`config.mk`:
```
export PLATFORM = sky130hd
export DESIGN_NAME = vec_irq_ctrl
export DESIGN_NICKNAME = d
export VERILOG_FILES = /design/src/rtl/ivc_pkg.sv /design/src/rtl/ivc_src_latch.sv /design/src/rtl/ivc_resolver.sv /design/src/rtl/ivc_svc_stack.sv /design/src/rtl/vec_irq_ctrl.sv
export SDC_FILE = /design/constraint.sdc
export NUM_CORES = 1
export LEC_CHECK = 0
export ABC_AREA = 1
export BUFFER_PORTS_ARGS = -buffer_cell sky130_fd_sc_hd__buf_2
export CAP_MARGIN = 20
export CORE_MARGIN = 3
export CORE_UTILIZATION = 45
export DETAILED_ROUTE_END_ITERATION = 16
export PLACE_DENSITY = 0.72
export SYNTH_ARGS = -nofsm -noshare
export SYNTH_HDL_FRONTEND = slang
export SYNTH_SLANG_ARGS = --single-unit
export TNS_END_PERCENT = 30
```
`constraint.sdc`:
```
create_clock -name clk -period 1.6 [get_ports clk]
set_clock_uncertainty 0.15 [all_clocks]
set_input_delay 0 -clock clk [delete_from_list [all_inputs] [get_ports clk]]
set_output_delay 0 -clock clk [all_outputs]
set_load 0.01 [all_outputs]
```
`src/rtl/ivc_pkg.sv`:
```
package ivc_pkg;
  localparam int unsigned EXT_N  = 2;
  localparam int unsigned SRC_N  = 2 * EXT_N + 1;
  localparam int unsigned SRC_IW = $clog2(SRC_N);
  localparam int unsigned LVL_N  = 2;
  localparam int unsigned LVL_W  = 1;

  typedef logic [SRC_IW-1:0] src_idx_t;

  typedef struct packed {
    logic     hit;
    src_idx_t idx;
  } pick_t;

  // lowest set index of a request mask
  function automatic pick_t pick_first(input logic [SRC_N-1:0] m);
    pick_t r;
    r.hit = 1'b0;
    r.idx = '0;
    for (int i = SRC_N - 1; i >= 0; i--) begin
      if (m[i]) begin
        r.hit = 1'b1;
        r.idx = SRC_IW'(i);
      end
    end
    return r;
  endfunction

  // vector address of a source index
  function automatic int unsigned vec_of(input src_idx_t idx, input int unsigned base,
                                         input int unsigned stride);
    return base + 32'(idx) * stride;
  endfunction

  // in-service stack pop: clear the highest set bit
  function automatic logic [LVL_N-1:0] stack_pop(input logic [LVL_N-1:0] s);
    logic [LVL_N-1:0] r;
    logic found;
    r = s;
    found = 1'b0;
    for (int i = LVL_N - 1; i >= 0; i--) begin
      if (!found && s[i]) begin
        r[i]  = 1'b0;
        found = 1'b1;
      end
    end
    return r;
  endfunction
endpackage

```
`src/rtl/ivc_src_latch.sv`:
```
module ivc_src_latch
  import ivc_pkg::*;
(
  input  logic             clk,
  input  logic             rst_n,
  input  logic [EXT_N-1:0] ext_n,
  input  logic [EXT_N-1:0] edge_mode,
  input  logic [EXT_N-1:0] tmr_ovf,
  input  logic             ser_rx,
  input  logic             ser_tx,
  input  logic             ack_fire,
  input  src_idx_t         ack_src,
  input  logic             ret_fire,
  input  src_idx_t         ret_src,
  output logic [SRC_N-1:0] raw_req,
  output logic [EXT_N-1:0] ext_flag,
  output logic [EXT_N-1:0] tmr_flag
);
  // source 2k is external pin k, source 2k+1 is timer k
  for (genvar k = 0; k < EXT_N; k++) begin : g_pair
    localparam src_idx_t EIDX = src_idx_t'(2 * k);
    localparam src_idx_t TIDX = src_idx_t'(2 * k + 1);

    logic pin_prev_q, eflag_q, tflag_q;
    logic fall, eset, eclr, tclr;

    always_comb begin
      fall = pin_prev_q & ~ext_n[k];
      eset = edge_mode[k] & fall;
      eclr = ret_fire & (ret_src == EIDX);
      tclr = ack_fire & (ack_src == TIDX);
    end

    always_ff @(posedge clk or negedge rst_n) begin
      if (!rst_n) begin
        pin_prev_q <= 1'b1;
        eflag_q    <= 1'b0;
        tflag_q    <= 1'b0;
      end else begin
        pin_prev_q <= ext_n[k];
        // return clear beats a coincident edge; level mode holds the flag at 0
        eflag_q    <= edge_mode[k] & (eflag_q | eset) & ~eclr;
        // a fresh overflow beats a coincident acknowledge
        tflag_q    <= tmr_ovf[k] | (tflag_q & ~tclr);
      end
    end

    assign ext_flag[k]      = eflag_q;
    assign tmr_flag[k]      = tflag_q;
    assign raw_req[2*k]     = edge_mode[k] ? eflag_q : ~ext_n[k];
    assign raw_req[2*k + 1] = tflag_q;
  end

  assign raw_req[SRC_N-1] = ser_rx | ser_tx;
endmodule

```
`src/rtl/ivc_resolver.sv`:
```
module ivc_resolver
  import ivc_pkg::*;
#(
  parameter int unsigned VEC_W      = 16,
  parameter int unsigned VEC_BASE   = 3,
  parameter int unsigned VEC_STRIDE = 8
) (
  input  logic [SRC_N-1:0] pending,
  input  logic [SRC_N-1:0] prio,
  input  logic [LVL_N-1:0] insvc,
  output logic             req,
  output logic             lvl,
  output src_idx_t         src,
  output logic [VEC_W-1:0] vec
);
  pick_t hi_pick, lo_pick;
  logic  hi_ok, lo_ok;

  always_comb begin
    hi_pick = pick_first(pending & prio);
    lo_pick = pick_first(pending & ~prio);
    hi_ok   = hi_pick.hit & ~insvc[LVL_N-1];
    lo_ok   = lo_pick.hit & (insvc == '0);
    req     = hi_ok | lo_ok;
    lvl     = hi_ok;
    src     = hi_ok ? hi_pick.idx : lo_pick.idx;
    vec     = req ? VEC_W'(vec_of(src, VEC_BASE, VEC_STRIDE)) : '0;
  end
endmodule

```
`src/rtl/ivc_svc_stack.sv`:
```
module ivc_svc_stack
  import ivc_pkg::*;
(
  input  logic             clk,
  input  logic             rst_n,
  input  logic             push,
  input  logic [LVL_W-1:0] push_lvl,
  input  src_idx_t         push_src,
  input  logic             pop,
  output logic [LVL_N-1:0] busy,
  output src_idx_t         top_src
);
  logic [LVL_N-1:0] busy_q;
  src_idx_t         owner_q [LVL_N];

  always_comb begin
    top_src = owner_q[0];
    for (int i = 1; i < LVL_N; i++) begin
      if (busy_q[i]) top_src = owner_q[i];
    end
  end

  always_ff @(posedge clk or negedge rst_n) begin
    if (!rst_n) begin
      busy_q <= '0;
      for (int i = 0; i < LVL_N; i++) owner_q[i] <= '0;
    end else if (pop) begin
      busy_q <= stack_pop(busy_q);
    end else if (push) begin
      busy_q[push_lvl]  <= 1'b1;
      owner_q[push_lvl] <= push_src;
    end
  end

  assign busy = busy_q;
endmodule

```
`src/rtl/vec_irq_ctrl.sv`:
```
module vec_irq_ctrl
  import ivc_pkg::*;
#(
  parameter int unsigned VEC_W      = 16,
  parameter int unsigned VEC_BASE   = 3,
  parameter int unsigned VEC_STRIDE = 8,
  parameter int unsigned CFG_AW     = 2,
  parameter int unsigned CFG_DW     = 8
) (
  input  logic              clk,
  input  logic              rst_n,
  input  logic              cfg_we,
  input  logic [CFG_AW-1:0] cfg_addr,
  input  logic [CFG_DW-1:0] cfg_wdata,
  input  logic [EXT_N-1:0]  ext_n,
  input  logic [EXT_N-1:0]  tmr_ovf,
  input  logic              ser_rx_flag,
  input  logic              ser_tx_flag,
  input  logic              cpu_ack,
  input  logic              cpu_reti,
  output logic              irq_req,
  output logic [VEC_W-1:0]  irq_vec,
  output logic              irq_lvl,
  output logic [LVL_N-1:0]  insvc,
  output logic [EXT_N-1:0]  ext_flag,
  output logic [EXT_N-1:0]  tmr_flag
);
  localparam logic [CFG_AW-1:0] ADDR_EN   = CFG_AW'(0);
  localparam logic [CFG_AW-1:0] ADDR_PRIO = CFG_AW'(1);
  localparam logic [CFG_AW-1:0] ADDR_TRIG = CFG_AW'(2);
  localparam int unsigned       GLOB_BIT  = CFG_DW - 1;

  logic             glob_en_q;
  logic [SRC_N-1:0] src_en_q;
  logic [SRC_N-1:0] prio_q;
  logic [EXT_N-1:0] trig_q;

  logic [SRC_N-1:0] raw_req, pending;
  logic             ack_fire, ret_fire, win_lvl;
  src_idx_t         win_src, ret_src;

  always_ff @(posedge clk or negedge rst_n) begin
    if (!rst_n) begin
      glob_en_q <= 1'b0;
      src_en_q  <= '0;
      prio_q    <= '0;
      trig_q    <= '0;
    end else if (cfg_we) begin
      unique case (cfg_addr)
        ADDR_EN: begin
          glob_en_q <= cfg_wdata[GLOB_BIT];
          src_en_q  <= cfg_wdata[SRC_N-1:0];
        end
        ADDR_PRIO: prio_q <= cfg_wdata[SRC_N-1:0];
        ADDR_TRIG: trig_q <= cfg_wdata[EXT_N-1:0];
        default: ;
      endcase
    end
  end

  assign pending  = raw_req & src_en_q & {SRC_N{glob_en_q}};
  assign ret_fire = cpu_reti & (insvc != '0);
  assign ack_fire = cpu_ack & irq_req & ~cpu_reti;

  ivc_src_latch u_src (
    .clk       (clk),
    .rst_n     (rst_n),
    .ext_n     (ext_n),
    .edge_mode (trig_q),
    .tmr_ovf   (tmr_ovf),
    .ser_rx    (ser_rx_flag),
    .ser_tx    (ser_tx_flag),
    .ack_fire  (ack_fire),
    .ack_src   (win_src),
    .ret_fire  (ret_fire),
    .ret_src   (ret_src),
    .raw_req   (raw_req),
    .ext_flag  (ext_flag),
    .tmr_flag  (tmr_flag)
  );

  ivc_resolver #(
    .VEC_W      (VEC_W),
    .VEC_BASE   (VEC_BASE),
    .VEC_STRIDE (VEC_STRIDE)
  ) u_res (
    .pending (pending),
    .prio    (prio_q),
    .insvc   (insvc),
    .req     (irq_req),
    .lvl     (win_lvl),
    .src     (win_src),
    .vec     (irq_vec)
  );

  ivc_svc_stack u_stack (
    .clk      (clk),
    .rst_n    (rst_n),
    .push     (ack_fire),
    .push_lvl (win_lvl),
    .push_src (win_src),
    .pop      (ret_fire),
    .busy     (insvc),
    .top_src  (ret_src)
  );

  assign irq_lvl = win_lvl;
endmodule

```
# Yosys cells after proc, flatten, opt, wreduce, memory -nomap -nowiden
# Cells that the tools add are included.
word_totals:
  out_inout_bits: 24
  ram_bits: 0
  n_memories: 0
  rom_bits: 0
  wordCells: 105
  register_bits: 27
  latchBits: 0
classes:
  bitwise: 41
  mux: 25
  n_shift: 0
  n_eq_ne: 6
  reduce_logical: 14
  n_addsub: 1
  n_mul: 0
  div_mod_pow: 0
  n_lt_le_gt_ge: 4
op_table:
  columns: ["operator", "count"]
  rows:
  - ["$mux 4", 10]
  - ["$and 5x5->5", 4]
  - ["$and 1x1->1", 19]
  - ["$mux 16", 1]
  - ["$reduce_and 2->1", 5]
  - ["$mux 3", 3]
  - ["$not 1->1", 9]
  - ["$add 2x6->7 const A", 1]
  - ["$bwmux 6", 1]
  - ["$eq 3x2->1 const B", 2]
  - ["$mux 1", 6]
  - ["$or 1x1->1", 6]
  - ["$not 5->5", 1]
  - ["$logic_not 2->1", 2]
  - ["$mux 2", 2]
  - ["$reduce_bool 2->1", 2]
  - ["$demux 3 s1", 1]
  - ["$eq 3x1->1 const B", 1]
  - ["$logic_and 1x1->1", 3]
  - ["$logic_not 3->1", 1]
  - ["$eq 2x1->1 const B", 1]
  - ["$eq 2x2->1 const B", 1]
  - ["$ge 2x2->1 const B", 1]
  - ["$lt 1x2->1 const B", 1]
  - ["other kinds (7)", 7]

# Logic depth before layout (Yosys ltp)
depth:
  depth_word: 18
  mapped_depth: 12
  depth_no_buf: 12

# Cells and area by module
# Synthesis repeated with hierarchy kept, for this count alone.
unflattened:
  hier_cells: 240
  hier_area_um2: 1697.9
by_module_without_submodules:
  columns: ["module", "n_inst", "cells_each", "seq_area_each_um2", "area_per_inst_um2"]
  rows:
  - ["vec_irq_ctrl", 1, 75, 325.3, 635.6]
  - ["ivc_svc_stack", 1, 48, 200.2, 385.4]
  - ["ivc_src_latch", 1, 47, 152.6, 340.3]
  - ["ivc_resolver", 1, 70, 0.0, 336.6]

# Worst setup path after synthesis
# No wires, ideal clock.
synth_path:
  path_type: "flip-flop to flip-flop"
  start: "reg glob_en_q"
  end: "reg u_stack.owner_q[5] (netlist bit)"
  period_less_slack_ps: 1605
  required_time_ps: 1325
  path_slack_ps: -5
  arrival_time_ps: 1330
  stages_incl_launch_ff: 12
  cell_sequence: "dfrtp_1 nand2_1 inv_1 nand3_1 nor2_2 nor2_1 nand2_2 nand2_4 a21oi_4 nand2_4 nand2_1 o21ai_2"
synth_between:
  elab_chain_cells: 14
  elab_cells_between_ends: 27
  cone_classes: "order compare: 2; mux: 14; bitwise: 9; reduce/logical: 2"
synth_rtl:
  columns: ["element", "line", "rtl"]
  rows:
  - ["from (decl)", "vec_irq_ctrl.sv:33", "logic glob_en_q;"]
  - ["from (signal assigned)", "vec_irq_ctrl.sv:51", "glob_en_q <= cfg_wdata[GLOB_BIT];"]
  - ["$and 5x5->5 *", "vec_irq_ctrl.sv:61", "assign pending = raw_req & src_en_q & {SRC_N{glob_en_q}};"]
  - ["$and 5x5->5", "ivc_resolver.sv:20", "hi_pick = pick_first(pending & prio);"]
  - ["$mux 4 (5 in a row)", "ivc_pkg.sv:21", "if (m[i]) begin"]
  - ["$and 1x1->1", "ivc_resolver.sv:22", "hi_ok = hi_pick.hit & ~insvc[LVL_N-1];"]
  - ["$not 1->2 (not written as such)", "ivc_svc_stack.sv:31", "owner_q[push_lvl] <= push_src;"]
  - ["$ge 2x2->1 (not written as such) or $lt 2x1->1 (tied branches)", "ivc_svc_stack.sv:31", null]
  - ["$logic_and 1x1->1 (not written as such)", "ivc_svc_stack.sv:31", null]
  - ["$mux 3 (not written as such)", "ivc_svc_stack.sv:31", null]
  - ["$demux 3 s1", "ivc_svc_stack.sv:31", null]
  - ["$bwmux 6", "ivc_svc_stack.sv:31", null]
  - ["to (signal, indexed assignment)", "ivc_svc_stack.sv:31", null]
  - ["to (decl)", "ivc_svc_stack.sv:14", "src_idx_t owner_q [LVL_N];"]
# Every way passes the cells marked *; elsewhere a longest branch is shown, timed or not.
# A chain may end at the register's enable or synchronous reset.

# Worst setup path after layout
layout_path:
  start: "reg trig_q[1]"
  end: "out irq_vec[3]"
layout_between:
  elab_chain_cells: 11
  elab_cells_between_ends: 17
  cone_classes: "add/sub: 1; mux: 9; bitwise: 7"
layout_rtl:
  columns: ["element", "line", "rtl"]
  rows:
  - ["from (decl)", "vec_irq_ctrl.sv:36", "logic [EXT_N-1:0] trig_q;"]
  - ["from (signal assigned)", "vec_irq_ctrl.sv:55", "ADDR_TRIG: trig_q <= cfg_wdata[EXT_N-1:0];"]
  - ["$mux 1 *", "ivc_src_latch.sv:50", "assign raw_req[2*k] = edge_mode[k] ? eflag_q : ~ext_n[k];"]
  - ["$and 5x5->5 * (2 in a row)", "vec_irq_ctrl.sv:61", null]
  - ["$and 5x5->5", "ivc_resolver.sv:20", null]
  - ["$mux 4 (3 in a row)", "ivc_pkg.sv:21", null]
  - ["$and 1x1->1", "ivc_resolver.sv:22", null]
  - ["$mux 3", "ivc_resolver.sv:26", "src = hi_ok ? hi_pick.idx : lo_pick.idx;"]
  - ["$add 2x6->7", "ivc_pkg.sv:32", "return base + 32'(idx) * stride;"]
  - ["$mux 16 *", "ivc_resolver.sv:27", "vec = req ? VEC_W'(vec_of(src, VEC_BASE, VEC_STRIDE)) : '0;"]
  - ["to (decl)", "vec_irq_ctrl.sv:22", "output logic [VEC_W-1:0] irq_vec,"]
# Marks and branches as above.

==> impl_metrics.py <==
metrics = {
    "synthesis": {
        "ys_ff_latch": 27,
        "yosysUniqueCellTypes": 26,
        "avgSynthCellArea_sq_um": 7.51,
        "yosysTopAreaCell": "dfrtp_1",
        "yosys-top-cells-area": "dfrtp_1 40%, nand2_1 13%, buf_4 8.2%",
        "seq_area_frac_synth_pct": 43.4,
        "syn_inst": 208,
        "yosysWarnings": 0,
        "netlist_area_sq_um": 1560,
        "synth_top_area_share_pct": 40.0,
    },
    "placed_design": {
        "io_buffers": 31,
        "hpwl_microns": 2540,
        "gp_congestion": 0.855,
        "pre_cts_ws_ns": -0.175,
    },
    "drt": {
        "wirelength_microns": 3590,
        "ant_nets": 0,
        "via_count": 1484,
        "wl_per_cell_microns": 11.2,
        "drt_iter0_markers": 72,
        "drt_first_pass_iters": 4,
        "avgViaCountPerCell": 4.65,
        "drc_errors": 0,
    },
    "timing": {
        "max_slew_margin_pct": 60.4,
        "fmax_mhz": 514,
        "fin_crit_sh_pct": 122,
        "slew_viol_final": 0,
        "layout_min_cycle_time_ns": 1.95,
        "rsz0062_at_grt": "true",
        "whs_ns": 0.0446,
        "final-setup-viol-count": 17,
        "layout_setup_ws_ns": -0.347,
        "tightest_slew_ns": 0.595,
        "hold_violations": 0,
    },
    "floorplanning": {
        "initial_utilization_pct": 49.2,
        "fp.coreArea_sq_um": 3180,
        "die_area_sq_um": 4220,
        "die_x_microns": 64.9,
        "ios": 45,
        "fp.dieH_microns": 64.9,
        "std_cell_rows": 20,
    },
    "worst_setup_path": {
        "required_ns": 1.45,
        "cp_slowest_stage_delay_ns": 0.42,
        "rr_worst_depth": 12,
        "crit_buf_inv": 4,
        "setup.worst_path.end": "irq_vec[3]",
        "path_depth": 11,
        "crit_fanout": 3,
        "path_class": "flip-flop to output pin",
        "critPathArrivalTime_ns": 1.80,
        "reg2reg_to": "u_stack.owner_q[4]$_DFFE_PN0P_",
        "startpoint_type": "flip-flop",
        "worst_path_most_repeated_cell": "nand2_1",
        "setup.worst_path.start": "trig_q[1]$_DFFE_PN0P_",
        "rrSetupSlack_ns": -0.26,
        "path_cells": "inv_1 > nand2_1 > nand4_1 > buf_4 > nand2_1 > nand2_1 > nand4_1 > nand2_2 > inv_2 > nor2_2 > buf_2",
        "slowest_stage": "dfrtp_1",
        "reg2reg_from": "glob_en_q$_DFFE_PN0P_",
        "end_kind": "output pin",
        "path_delay_family": "simple AND/OR/NAND/NOR gates",
    },
    "outcome": {
        "failed_checks": "setup timing",
        "outcome": "finished with violations",
    },
    "cts": {
        "cts.sinks": 27,
        "cts_made_buffers": 3,
        "cts_max_path_buffers": 2,
        "root_buffer": "clkbuf_4",
        "h-tree-depth": 1,
        "clkTransAtPathRegs_ns": 0.14,
        "clkLatencyLatePin_ns": 0.32,
        "cts_tree": "done",
    },
    "min_path": {
        "hp-class": "input port to asynchronous set/reset pin",
    },
    "finish": {
        "num-fill-cells": 266,
        "final_common_cell": "nand2_1",
        "insertedDiodeCount": 0,
        "fin_nets": 297,
        "post-route-util_pct": 68.9,
        "area_growth_pct": 40.0,
        "final_cell_mix": "41 x nand2_1, 29 x inv_1, 29 x buf_2",
        "drive_gt1_share_pct": 37.5,
    },
    "pwr": {
        "powerDensity_nw_per_um2": 1110,
        "irDropWorstVdd_v": 0.000710,
        "p_leak_nw": 1.15,
    },
    "run": {
        "maxCapViolCount": 0,
    },
    "global_routing": {
        "track_usage_pct": 17.4,
        "grt_max_degree": 28,
        "grt_pass1_vias": 1393,
        "grt_pass1_wl_microns": 5830,
        "grt_antenna_before_repair": 0,
        "grt-ovfl-total": 0,
    },
}
-- registers in the layout, indices dropped and copies added (netlist names) --
register                 flops
u_stack.owner_q              6
prio_q                       5
src_en_q                     5
trig_q                       2
u_src.g_pair.eflag_q         2
u_src.g_pair.pin_prev_q      2
u_src.g_pair.tflag_q         2
u_stack.busy                 2
glob_en_q                    1
-- final cells by class --
class                      count  area [sq um]  area share, %
tap                           44          55.1           2.52
clock buffer                   4          26.3           1.20
inverter                      35           136           6.23
timing repair buffer          71           520           23.8
multi-input combinational    138           771           35.2
sequential                    27           679           31.0
-- worst min-delay path by stage --
stage / endpoint / slack (ns)
floorplan: glob_en_q$_DFFE_PN0P_ / -0.45
global placement: u_src.g_pair[0].eflag_q$_DFF_PN0_ / -0.10
detailed placement: u_src.g_pair[0].eflag_q$_DFF_PN0_ / -0.11
finish: u_stack.owner_q[1]$_DFFE_PN0P_ / 0.04
global route: u_src.g_pair[0].eflag_q$_DFF_PN0_ / 0.08
CTS: u_src.g_pair[0].eflag_q$_DFF_PN0_ / 0.06
-- cell families (layout without fill, tap and decap cells) --
| logic type | count (synthesis) | count (layout) | synth area share [%] |
|---|---|---|---|
| mux | 2 | 2 | 1.36 |
| buf+inv | 53 | 110 | 16.8 |
| compound gates | 27 | 27 | 10.5 |
| flops | 27 | 27 | 43.4 |
| simple gates | 98 | 98 | 27.7 |
| other cells | 1 | 11 | 0.240 |
-- timing repair --
item,CTS,global route
hold buffers,17,0
cloned,0,0
pin swaps,10,16
buffers inserted,4,5
resized for setup,15,30
endpoints found under the setup margin,17,18
hold endpoints to repair,53,0
-- per-layer routing --
metal	track usage [%]	vias to the layer above	wire length, microns	share of wire (%)
met5	0	-	0	0
met4	3.69	0	54	1.5
met3	3.81	8	128	3.6
met2	31.5	34	1860	52
met1	21.0	680	1550	43
li1	-	762	-	-
-- stage by stage --
stage / total power [W] / area [sq um] / TNS [ns] / std cells
5_1_grt: 0.00260 / 2190 / -6.09 / 319
6_report: 0.00243 / 2190 / -3.88 / 319
2_1_floorplan: 0.00155 / 1600 / -0.00510 / 218
4_1_cts: 0.00227 / 2070 / -4.17 / 315
3_5_place_dp: 0.00184 / 1790 / -1.54 / 290
3_3_place_gp: 0.00182 / 1790 / -1.25 / 290
-- worst register-to-register path: stages, from the launching register on --
cell	delay, ns
dfrtp_2	0.47
nand2_2	0.08
inv_2	0.06
nand3_4	0.09
nor2_4	0.11
nor2_2	0.04
nand2_2	0.09
nand2_4	0.09
buf_6	0.16
a21oi_4	0.18
nand2_4	0.11
nand2_2	0.09
o21ai_2	0.05
-- cell usage after synthesis --
| cell type | instances |
|---|---|
| a211oi_1 | 1 |
| a21oi_1 | 4 |
| a21oi_2 | 1 |
| a21oi_4 | 1 |
| buf_4 | 17 |
| clkbuf_1 | 1 |
| conb_1 | 1 |
| dfrtp_1 | 25 |
| dfstp_2 | 2 |
| inv_1 | 33 |
| inv_2 | 2 |
| mux2_2 | 1 |
| mux2i_1 | 1 |
| nand2_1 | 55 |
| nand2_2 | 1 |
| nand2_4 | 2 |
| nand3_1 | 12 |
| nand3_2 | 1 |
| nand3b_1 | 1 |
| nand4_1 | 6 |
| nor2_1 | 15 |
| nor2_2 | 1 |
| nor3_1 | 4 |
| o21ai_0 | 13 |
| o21ai_1 | 4 |
| o21ai_2 | 3 |
-- power by group --
group	internal, W	total, W	switching (W)
Clock	0.0000977	0.000292	0.000194
Combinational	0.000541	0.00119	0.000653
Sequential	0.000822	0.000941	0.000119
Total	0.00146	0.00243	0.000965
Power figures use the tool's default switching activity.
